**src/rtl/bid_pkg.sv**
```systemverilog
// Package: shared widths and packed layouts of the two configuration words.
// Assumes 16-bit words and 8-bit sample codes.
package bid_pkg;
    localparam int WORD_W = 16;
    localparam int SMP_W  = 8;
    localparam int CNT_W  = WORD_W - 1;

    // Threshold word: upper code in the high byte, lower code in the low byte.
    typedef struct packed {
        logic [SMP_W-1:0] upper;
        logic [SMP_W-1:0] lower;
    } thr_word_t;

    // Filter word: enable in the top bit, tick count below it.
    typedef struct packed {
        logic             en;
        logic [CNT_W-1:0] count;
    } filt_word_t;
endpackage

```
**src/rtl/bid_regfile.sv**
```systemverilog
// Module: holds the threshold and filter words behind a one-bit select.
// Assumes writes take effect at the clock edge and reads are combinational.
module bid_regfile
    import bid_pkg::*;
#(
    parameter logic [WORD_W-1:0] THR_INIT  = 16'hAA5A,
    parameter logic [WORD_W-1:0] FILT_INIT = 16'h0096
) (
    input  logic              clk,
    input  logic              rst_n,
    input  logic              sel,
    input  logic              we,
    input  logic [WORD_W-1:0] wdata,
    output logic [WORD_W-1:0] rdata,
    output thr_word_t         thr,
    output filt_word_t        filt
);
    thr_word_t  thr_q;
    filt_word_t filt_q;

    // Store the written word in the selected register.
    always_ff @(posedge clk) begin
        if (!rst_n) begin
            thr_q  <= thr_word_t'(THR_INIT);
            filt_q <= filt_word_t'(FILT_INIT);
        end else if (we) begin
            if (sel) filt_q <= filt_word_t'(wdata);
            else     thr_q  <= thr_word_t'(wdata);
        end
    end

    // Return the selected word.
    always_comb begin
        rdata = sel ? WORD_W'(filt_q) : WORD_W'(thr_q);
    end

    assign thr  = thr_q;
    assign filt = filt_q;
endmodule

```
**src/rtl/bid_classify.sv**
```systemverilog
// Module: sorts a sample against the codes for the transition now pending.
// Assumes level_now is the registered output; with no valid sample both
// flags are low.
module bid_classify
    import bid_pkg::*;
(
    input  logic             vld,
    input  logic [SMP_W-1:0] code,
    input  logic [SMP_W-1:0] upper,
    input  logic [SMP_W-1:0] lower,
    input  logic             level_now,
    output logic             qual,
    output logic             brk
);
    logic at_or_above;
    logic at_or_below;

    // Compare the sample with each threshold code.
    always_comb begin
        at_or_above = (code >= upper);
        at_or_below = (code <= lower);
    end

    // Pick the condition matching the transition the output waits for.
    always_comb begin
        if (level_now) begin
            qual = vld && at_or_below;
            brk  = vld && !at_or_below;
        end else begin
            qual = vld && at_or_above;
            brk  = vld && !at_or_above;
        end
    end
endmodule

```
**src/rtl/bid_qualifier.sv**
```systemverilog
// Module: run flag, tick counter and output flop for the debounce.
// Assumes tick is a one-cycle strobe and that qual and brk never both hold.
module bid_qualifier
    import bid_pkg::*;
(
    input  logic             clk,
    input  logic             rst_n,
    input  logic             en,
    input  logic             tick,
    input  logic             qual,
    input  logic             brk,
    input  logic [CNT_W-1:0] limit,
    output logic             level,
    output logic             run,
    output logic [CNT_W-1:0] cnt
);
    logic             level_q;
    logic             run_q;
    logic [CNT_W-1:0] cnt_q;
    logic             done;

    // A run completes once its count has reached the programmed limit.
    always_comb begin
        done = run_q && (cnt_q >= limit);
    end

    // Advance the run, restart it, or flip the output once it completes.
    always_ff @(posedge clk) begin
        if (!rst_n || !en) begin
            level_q <= 1'b0;
            run_q   <= 1'b0;
            cnt_q   <= '0;
        end else if (brk) begin
            run_q <= 1'b0;
            cnt_q <= '0;
        end else if (done) begin
            level_q <= !level_q;
            run_q   <= 1'b0;
            cnt_q   <= '0;
        end else begin
            if (qual)          run_q <= 1'b1;
            if (run_q && tick) cnt_q <= cnt_q + 1'b1;
        end
    end

    assign level = level_q;
    assign run   = run_q;
    assign cnt   = cnt_q;
endmodule

```
**src/rtl/bid_detector.sv**
```systemverilog
// Module: top of the hysteretic binary input detector.
// Assumes one sample per cycle at most and an external time tick.
module bid_detector
    import bid_pkg::*;
#(
    parameter logic [WORD_W-1:0] THR_INIT  = 16'hAA5A,
    parameter logic [WORD_W-1:0] FILT_INIT = 16'h0096
) (
    input  logic              clk,
    input  logic              rst_n,
    input  logic              tick,
    input  logic              smp_vld,
    input  logic [SMP_W-1:0]  smp_code,
    input  logic              reg_sel,
    input  logic              reg_we,
    input  logic [WORD_W-1:0] reg_wdata,
    output logic [WORD_W-1:0] reg_rdata,
    output logic              level_out
);
    thr_word_t        thr_w;
    filt_word_t       filt_w;
    logic             qual_w;
    logic             brk_w;
    logic             run_w;
    logic [CNT_W-1:0] cnt_w;
    logic             en_w;
    logic [CNT_W-1:0] limit_w;

    assign en_w    = filt_w.en;
    assign limit_w = filt_w.count;

    bid_regfile #(.THR_INIT(THR_INIT), .FILT_INIT(FILT_INIT)) u_regs (
        .clk(clk), .rst_n(rst_n), .sel(reg_sel), .we(reg_we),
        .wdata(reg_wdata), .rdata(reg_rdata), .thr(thr_w), .filt(filt_w)
    );

    bid_classify u_cls (
        .vld(smp_vld), .code(smp_code), .upper(thr_w.upper),
        .lower(thr_w.lower), .level_now(level_out),
        .qual(qual_w), .brk(brk_w)
    );

    bid_qualifier u_qual (
        .clk(clk), .rst_n(rst_n), .en(en_w), .tick(tick),
        .qual(qual_w), .brk(brk_w), .limit(limit_w),
        .level(level_out), .run(run_w), .cnt(cnt_w)
    );
endmodule

```
**config.mk**
```make
export PLATFORM = sky130hd
export DESIGN_NAME = bid_detector
export DESIGN_NICKNAME = d
export VERILOG_FILES = /design/src/rtl/bid_pkg.sv /design/src/rtl/bid_regfile.sv /design/src/rtl/bid_classify.sv /design/src/rtl/bid_qualifier.sv /design/src/rtl/bid_detector.sv
export SDC_FILE = /design/constraint.sdc
export NUM_CORES = 1
export LEC_CHECK = 0
export BUFFER_PORTS_ARGS = -buffer_cell sky130_fd_sc_hd__buf_2
export CORE_MARGIN = 2
export CORE_UTILIZATION = 35
export CTS_CLUSTER_DIAMETER = 120
export DETAILED_ROUTE_END_ITERATION = 7
export SETUP_SLACK_MARGIN = 0.1
export SLEW_MARGIN = 10
export SYNTH_ARGS = -nofsm -noshare
export SYNTH_HDL_FRONTEND = slang
export SYNTH_SLANG_ARGS = --single-unit
```
**constraint.sdc**
```tcl
create_clock -name clk -period 2.1 [get_ports clk]
set_clock_uncertainty 0.15 [all_clocks]
set_input_delay 0.42 -clock clk [delete_from_list [all_inputs] [get_ports clk]]
set_output_delay 0.42 -clock clk [all_outputs]
set_load 0.01 [all_outputs]
```
# Word-level counts from Yosys, hierarchy flattened
# Index checks and enable logic that the tools add are counted.
# Widths: inputs -> output; s select.
[totals]
ff_bits = 49
inputBits = 30
output_inout_bits = 17
wordCells = 32
[op_classes]
addsub = 1
magnitude_cmp = 3
mux = 3
n_bitwise = 2
reduce_logical = 16
[ops]
columns = ["cell", "n"]
rows = [
  ["$mux 16", 1],
  ["$add 15x1->15 const B", 1],
  ["$ge 15x15->1", 1],
  ["$ge 8x8->1", 1],
  ["$le 8x8->1", 1],
  ["$logic_and 1x1->1", 6],
  ["$reduce_and 2->1", 3],
  ["$logic_not 1->1", 5],
  ["$reduce_or 3->1", 1],
  ["$mux 1", 2],
  ["$not 1->1", 2],
  ["$logic_or 1x1->1", 1],
]

# Logic depth before layout (Yosys ltp)
# Gate-level depths: netlist (run 1).
[depth]
ltp_word = 6
mapped_depth = 10

# Hierarchy
# Synthesis (run 1) repeated with hierarchy kept, for this count alone.
[unflattened]
cells_unflattened = 351
area_unflattened_um2 = 2960.3
[modules_own_cells]
columns = ["mod", "n_inst", "cells_per_inst", "area_per_inst_um2", "seq_area_each_um2"]
rows = [
  ["bid_regfile", 1, 164, 1437.6, 640.6],
  ["bid_qualifier", 1, 133, 1113.6, 340.3],
  ["bid_classify", 1, 54, 409.1, 0.0],
]

# Worst setup path after synthesis (run 1)
# OpenSTA, ideal clock, no wires.
[synth_path]
path_kind = "input port to flip-flop"
startpoint = "in smp_code[5]"
endpoint = "reg u_qual.cnt_q[10] (netlist: u_qual.cnt[10])"
setup_time_ns = 0.064
arrival_time_ns = 2.068
required_ns = 1.886
setup_slack_ns = -0.182
path_stages = 9
path_cell_list = "ha_1 > a211o_1 > o211ai_2 > a31oi_1 > a22o_1 > or3b_1 > buf_6 > buf_6 > nor2_1"
[synth_via]
elab_chain_cells = 5
[synth_rtl]
columns = ["element", "line", "source"]
rows = [
  ["from (decl)", "bid_detector.sv:13", "input logic [SMP_W-1:0] smp_code,"],
  ["$ge 8x8->1 / $le 8x8->1 (equally long branches)", "bid_classify.sv:20, bid_classify.sv:21", ""],
  ["$logic_not 1->1 (on tied branches)", "bid_classify.sv:31, bid_classify.sv:28", ""],
  ["$logic_and 1x1->1 (on tied branches)", "bid_classify.sv:31, bid_classify.sv:28", ""],
  ["$mux 1 *", "bid_classify.sv:26", "if (level_now) begin"],
  ["$reduce_or 3->1 (no line) *", "-", ""],
  ["to (signal assigned)", "bid_qualifier.sv:42", "if (run_q && tick) cnt_q <= cnt_q + 1'b1;"],
  ["to (decl)", "bid_qualifier.sv:19", "logic [CNT_W-1:0] cnt_q;"],
]
# Every way passes the cells marked *; elsewhere a longest branch is shown, timed or not.
# A chain may end at the register's enable or synchronous reset.

# Final worst setup path (run 1)
[layout_path]
startpoint = "reg u_regs.thr_q (netlist bit u_regs.thr[5])"
endpoint = "reg u_qual.cnt_q[7] (netlist: u_qual.cnt[7])"
[layout_via]
elab_chain_cells = 5
[layout_rtl]
columns = ["element", "line", "source"]
rows = [
  ["from (decl)", "bid_regfile.sv:18", "thr_word_t thr_q;"],
  ["from (signal assigned)", "bid_regfile.sv:24", "thr_q <= thr_word_t'(THR_INIT);"],
  ["from (signal assigned)", "bid_regfile.sv:28", "else thr_q <= thr_word_t'(wdata);"],
  ["$le 8x8->1", "bid_classify.sv:21", "at_or_below = (code <= lower);"],
  ["$logic_not 1->1", "bid_classify.sv:28", "brk = vld && !at_or_below;"],
  ["$logic_and 1x1->1", "bid_classify.sv:28", ""],
  ["$mux 1", "bid_classify.sv:26", ""],
  ["$reduce_or 3->1 (no line)", "-", ""],
]
# No other way between the ends.

==> results of run 1 <==
## per-stage QoR
step	instance area [sq um]	hold slack (ns)
after floorplan	2810	0.293
after global placement	3440	0.302
after detailed placement	3440	0.309
after CTS	3570	0.197
after global routing	3690	0.207
final	3690	0.205
## final cells by class
type,instances,area [sq um]
multi-input combinational,256,1740
tap,102,128
clock buffer,7,86.3
inverter,32,120
fill,794,4040
timing repair buffer,93,624
sequential,49,986
## logic make-up after synthesis
family / after synthesis / share of synthesized area [%]
flops: 49 / 35.3
buf+inv: 47 / 6.88
simple gates: 132 / 20.2
fa+ha+maj: 32 / 14.4
xor+xnor: 14 / 4.41
mux: 2 / 0.810
compound gates: 76 / 18.0
## power by group through the flow
| stage | logic [mW] | clock network [mW] | registers [mW] |
|---|---|---|---|
| after floorplan | 0.173 | 0 | 0.996 |
| after global placement | 0.317 | 0 | 0.997 |
| after detailed placement | 0.322 | 0 | 0.997 |
| after CTS | 0.326 | 0.589 | 0.976 |
| after global routing | 0.378 | 0.633 | 0.981 |
| final | 0.335 | 0.561 | 0.976 |
## cells in the final DEF (no fill, tap or decap), drive strengths merged
cell / count
buf: 92
or3: 1
a31oi: 2
a21o: 3
or2: 2
nand2b: 2
a21boi: 20
o21ai: 19
o21a: 1
nand2: 81
and2: 1
ha: 32
o211ai: 15
mux2: 2
a211o: 1
a21oi: 12
nand3: 7
and3: 3
o41ai: 1
a221oi: 1
dfxtp: 49
xor2: 9
clkbuf: 8
nand4: 7
nor2: 23
and4: 1
inv: 32
nor2b: 3
or3b: 1
a22o: 1
xnor2: 5
## synth_stat cells
cell      number
buf_6          2
o21ai_0       18
nor2_1        23
and3_1         3
inv_1         32
a21o_1         3
a31oi_1        2
o211ai_2       1
and2_1         1
or3_2          1
or3b_1         1
a22o_1         1
xor2_1         9
clkbuf_1      13
o21ai_1        1
o21a_1         1
a21boi_0      20
ha_1          32
nand3_1        7
xnor2_1        5
o211ai_1      14
a221oi_1       1
a21oi_1       12
mux2_2         2
o41ai_1        1
and4_1         1
a211o_1        1
or2_2          2
nand2b_1       2
nand2_1       81
dfxtp_1       49
nand4_1        7
nor2b_1        3
## worst reg2reg max path: cells and delay by family (launching register included)
family	cells	cell delay (ns)
adders and majority gates	1	0.23
and+or+nand+nor	2	0.50
AOI/OAI and AO/OA	4	0.77
DFF	1	0.35
buffers and inverters	2	0.22
## sequential cells by signal, indices dropped and copies added (netlist names)
register and cells:
u_qual.run 1, u_qual.cnt 15, u_qual.level 1, u_regs.filt 16, u_regs.thr 16
## what timing repair did
action | 4_1_cts | 5_1_grt
resized for setup | 13 | 18
buffers inserted | 1 | 1
setup endpoints to repair | 17 | 17
pin swaps | 8 | 3
cloned | 0 | 1
## path summary, 6_finish.rpt
kind	start	end	cells past startpoint
min	reg_wdata[4]	u_regs.filt[4]	3
min reg2reg	u_regs.thr[10]	u_regs.thr[10]	2
max reg2reg	u_regs.thr[5]	u_qual.cnt[7]	9
max	u_regs.thr[5]	u_qual.cnt[7]	9
## metal layers
| layer | up-vias | GRT usage, % |
|---|---|---|
| met5 | - | 0 |
| met4 | 0 | 4.53 |
| met3 | 8 | 3.14 |
| met2 | 52 | 28.9 |
| met1 | 1210 | 22.2 |
| li1 | 1343 | - |
==> results.sh, run 1 <==
export IMPL_maxCapViolations=0
export IMPL_yosys_area_top_type="dfxtp_1"
export IMPL_synth_seq_cells=49
export IMPL_power_frac_clock_pct=29.9
export IMPL_switching_share_pct=26.5
export IMPL_netlist_area_sq_um=2780
export IMPL_die_h_um=93.1
export IMPL_vias_per_cell=4.85
export IMPL_crit_chain="inv_2 -> ha_4 -> a211o_1 -> o211ai_2 -> a31oi_1 -> a22o_1 -> or3b_4 -> clkbuf_16 -> nor2_1"
export IMPL_drc=0
export IMPL_syn_area_per_cell_sq_um=7.90
export IMPL_start_util_pct=36.0
export IMPL_drive_gt1_share_pct=30.2
export IMPL_cp_slowest_cell="or3b_4"
export IMPL_ant_nets=0
export IMPL_io_pins=47
export IMPL_cts_buffers=5
export IMPL_cpLargestDelayFamily="compound AO/OA/AOI/OAI gates"
export IMPL_cts_tree="yes"
export IMPL_path_class="reg -> reg"
export IMPL_antenna_cells=0
export IMPL_hold_viol=0
export IMPL_io_buffers=46
export IMPL_core_area_sq_um=7730
export IMPL_clk_path_buf_depth=2
export IMPL_areaGrowthSynthToFinish_pct=32.5
export IMPL_yosys_top_cells_area="dfxtp_1, ha_1, nand2_1, a21boi_0, inv_1"
export IMPL_crit_fanout=4
export IMPL_ir_drop_mv=0.305
export IMPL_routed_wl_mm=7.04
export IMPL_rsz0062_at_grt="yes"
export IMPL_syn_inst=352
export IMPL_synth_top_area_share_pct=35.3
export IMPL_p_per_area_nw_per_um2=508
export IMPL_max_slew_margin_pct=71.6
export IMPL_ys_types=33
export IMPL_grt_pass1_vias=2555
export IMPL_gp_congestion=0.906
export IMPL_wl_met3_um=255
export IMPL_critPathLaunchType="register"
export IMPL_clk_pin_slew_ns=0.09
export IMPL_routed_top_layer="met4"
export IMPL_violations="setup timing"
export IMPL_fin_crit_sh_pct=108
export IMPL_p_int_mw=1.38
export IMPL_drtIter0Drc=57
export IMPL_htreeDepth=2
export IMPL_worst_pin_slew_ns=0.425
export IMPL_cts_sinks=49
export IMPL_arrival_ns=2.36
export IMPL_fin_crit_ns=2.27
export IMPL_fin_ws_ns=-0.169
export IMPL_grtUsageTotal_pct=17.0
export IMPL_dp_cells=529
export IMPL_insertion_delay_ns=0.30
export IMPL_hold_class="in -> reg"
export IMPL_synth_fp_nets=414
export IMPL_fp_dieW_um=93.1
export IMPL_setup_viol=17
export IMPL_fmax_mhz=441
export IMPL_slowest_delay_ns=0.42
export IMPL_required_ns=2.19
export IMPL_firstDrtPassIters=4
export IMPL_dp_hpwl_mm=5.58
export IMPL_cts_root_buffer_cell="clkbuf_8"
export IMPL_grt_max_degree=33
export IMPL_hold_buffers=0
export IMPL_total_power_mw=1.87
export IMPL_yosysSeqAreaShare_pct=35.3
export IMPL_dieArea_sq_um=8680
export IMPL_power_leakage_nw=1.64
export IMPL_tns_ns=-2.51
export IMPL_rows=32
export IMPL_nets=499
export IMPL_yosysWarningCount=0
export IMPL_final_util_pct=47.7
export IMPL_grt_first_pass_wirelength_mm=11.6
export IMPL_overflow=0
export IMPL_dp_slack_ns=-0.355
export IMPL_wl_met2_mm=3.35
export IMPL_switching_power_mw=0.496
export IMPL_met1Wirelength_mm=3.35
export IMPL_vias=2613
export IMPL_outcome="finished, violations left"
export IMPL_antenna_found_initial=0
export IMPL_drv_slew=0
export IMPL_critPathCaptureType="register"
export IMPL_worst_path_buf_inv=2
export IMPL_pwr_share_comb_pct=17.9
export IMPL_wl_per_cell_um=13.1
export IMPL_seqPwrFrac_pct=52.1
export IMPL_rrSetupSlack_ns=-0.17
export IMPL_fin_cells=539
Power figures use the tool's default switching activity.
==> inputs of run 2 (changes only) <==
--- a/config.mk
+++ b/config.mk
@@ -6,11 +6,12 @@
 export NUM_CORES = 1
 export LEC_CHECK = 0
 export BUFFER_PORTS_ARGS = -buffer_cell sky130_fd_sc_hd__buf_2
+export CORE_ASPECT_RATIO = 2
 export CORE_MARGIN = 2
 export CORE_UTILIZATION = 35
 export CTS_CLUSTER_DIAMETER = 120
 export DETAILED_ROUTE_END_ITERATION = 7
-export SETUP_SLACK_MARGIN = 0.1
+export SETUP_SLACK_MARGIN = 0.15
 export SLEW_MARGIN = 10
 export SYNTH_ARGS = -nofsm -noshare
 export SYNTH_HDL_FRONTEND = slang
==> run 2 against run 1 <==
  * The run still ends with setup timing left
  * Sequential share of layout area down 0.93 points
  * Sequential cell count stayed put
  * Combinational power grew 4%
  * Worst hold slack improved by 0.023 ns
  * Final cell count up 0.37%
  * Non-clock buffer count up 7
  * Register-to-register slack improved by 0.05 ns
  * Power up 21%
  * Count of clock-buffer cells in the layout is the same
  * Critical path depth unchanged
  * Sequential power hardly changed
  * Largest cell class unchanged
  * Highest routed layer unchanged
==> results.sh, run 2 (synthesized netlist as in run 1, its figures left out) <==
export IMPL_start_util_pct=35.5
export IMPL_rrSetupSlack_ns=-0.12
export IMPL_fin_crit_sh_pct=106
export IMPL_fin_crit_ns=2.22
export IMPL_rsz0062_at_grt="yes"
export IMPL_clk_pin_slew_ns=0.07
export IMPL_nets=506
export IMPL_fin_ws_ns=-0.122
export IMPL_core_area_sq_um=7830
export IMPL_maxCapViolations=0
export IMPL_final_common_cell="nand2_1"
export IMPL_hold_buffers=0
export IMPL_cts_buffers=5
export IMPL_rows=46
export IMPL_cts_tree="yes"
export IMPL_placed_area_sq_um=3470
export IMPL_ant_nets=0
export IMPL_p_per_area_nw_per_um2=589
export IMPL_wl_per_cell_um=13.2
export IMPL_final_cell_mix="nand2_1, buf_4, buf_2"
export IMPL_arrival_ns=2.30
export IMPL_dp_slack_ns=-0.341
export IMPL_antenna_cells=0
export IMPL_path_class="reg -> reg"
export IMPL_nFillCells=809
export IMPL_drive_gt1_share_pct=33.9
export IMPL_grt_max_degree=33
export IMPL_slowest_delay_ns=0.43
export IMPL_overflow=0
export IMPL_wl_met2_mm=3.51
export IMPL_drc=0
export IMPL_critPathLaunchType="register"
export IMPL_antenna_found_initial=0
export IMPL_gp_congestion=0.792
export IMPL_fmax_mhz=450
export IMPL_cts_root_buffer_cell="clkbuf_16"
export IMPL_dp_hpwl_mm=5.44
export IMPL_worst_pin_slew_ns=0.445
export IMPL_fp_dieW_um=67.0
export IMPL_ir_drop_mv=0.384
export IMPL_max_slew_margin_pct=70.2
export IMPL_grtUsageTotal_pct=17.5
export IMPL_required_ns=2.18
export IMPL_hold_class="in -> reg"
export IMPL_crit_chain="inv_1 -> ha_4 -> nor2b_1 -> o211ai_1 -> nand4_1 -> a22o_1 -> or3b_4 -> buf_8 -> a21oi_2"
export IMPL_vias_per_cell=4.85
export IMPL_firstDrtPassIters=4
export IMPL_grt_first_pass_wirelength_mm=11.7
export IMPL_cts_sinks=49
export IMPL_grt_pass1_vias=2441
export IMPL_insertion_delay_ns=0.28
export IMPL_areaGrowthSynthToFinish_pct=38.1
export IMPL_die_h_um=130
export IMPL_io_pins=47
export IMPL_violations="setup timing"
export IMPL_final_util_pct=49.1
export IMPL_drtIter0Drc=129
export IMPL_vias=2626
export IMPL_hold_viol=0
export IMPL_htreeDepth=2
export IMPL_clk_path_buf_depth=2
export IMPL_routed_wl_mm=7.15
export IMPL_power_leakage_nw=1.69
export IMPL_crit_fanout=8
export IMPL_io_buffers=46
export IMPL_met1Wirelength_mm=3.17
export IMPL_cp_slowest_cell="or3b_4"
export IMPL_drv_slew=0
export IMPL_wl_met3_um=314
export IMPL_dieArea_sq_um=8720
export IMPL_fin_area_sq_um=3840
export IMPL_setup_viol=17
export IMPL_critPathCaptureType="register"
export IMPL_routed_top_layer="met4"
export IMPL_outcome="finished, violations left"
## run 2: worst max-delay path, delay by kind of cell (launching register included)
family	cells	cell delay, ns
buf+inv	2	0.27
compound gates	3	0.57
fa+ha+maj	1	0.21
simple gates	3	0.66
flops	1	0.29
## run 2: power breakdown
group	internal, mW	switching, mW	leakage [nW]
Sequential	0.963	0.0156	0.402
Combinational	0.163	0.186	1.21
Clock	0.595	0.339	0.0841
Total	1.72	0.541	1.69
## run 2: repair_timing
action,CTS,global route
pin swaps,13,8
endpoints found under the setup margin,17,17
cloned,1,0
gates resized for setup,30,13
buffers inserted,1,2
## run 2: final cells by class
class	instances	area [sq um]	share of cell area, %
Timing Repair Buffer	100	647	16.8
Multi-Input combinational cell	256	1790	46.6
Tap cell	96	120	3.13
Clock buffer	7	143	3.71
Inverter	32	120	3.13
Sequential cell	49	992	25.8
Clock inverter	1	30.0	0.782
## run 2: final timing paths
kind                    end           start  cells past startpoint
max           u_qual.cnt[1]   u_regs.thr[1]                      9
min          u_regs.thr[15]   reg_wdata[15]                      3
max reg2reg   u_qual.cnt[1]   u_regs.thr[1]                      9
min reg2reg  u_regs.thr[14]  u_regs.thr[14]                      2
## run 2: routing by layer
metal / vias to the layer above / global-route usage [%]
li1: 1369 / -
met5: - / 0
met1: 1188 / 22.0
met3: 9 / 2.84
met2: 60 / 30.1
met4: 0 / 5.40
## run 2: per-stage QoR
stage | TNS [ns] | hold slack, ns | total power, mW | std cells
after floorplan | -1.18 | 0.293 | 1.17 | 352
after global placement | -4.69 | 0.301 | 1.32 | 529
after detailed placement | -5.30 | 0.306 | 1.32 | 529
after CTS | -1.14 | 0.229 | 2.27 | 539
after global routing | -2.96 | 0.237 | 2.36 | 541
final | -1.65 | 0.228 | 2.26 | 541
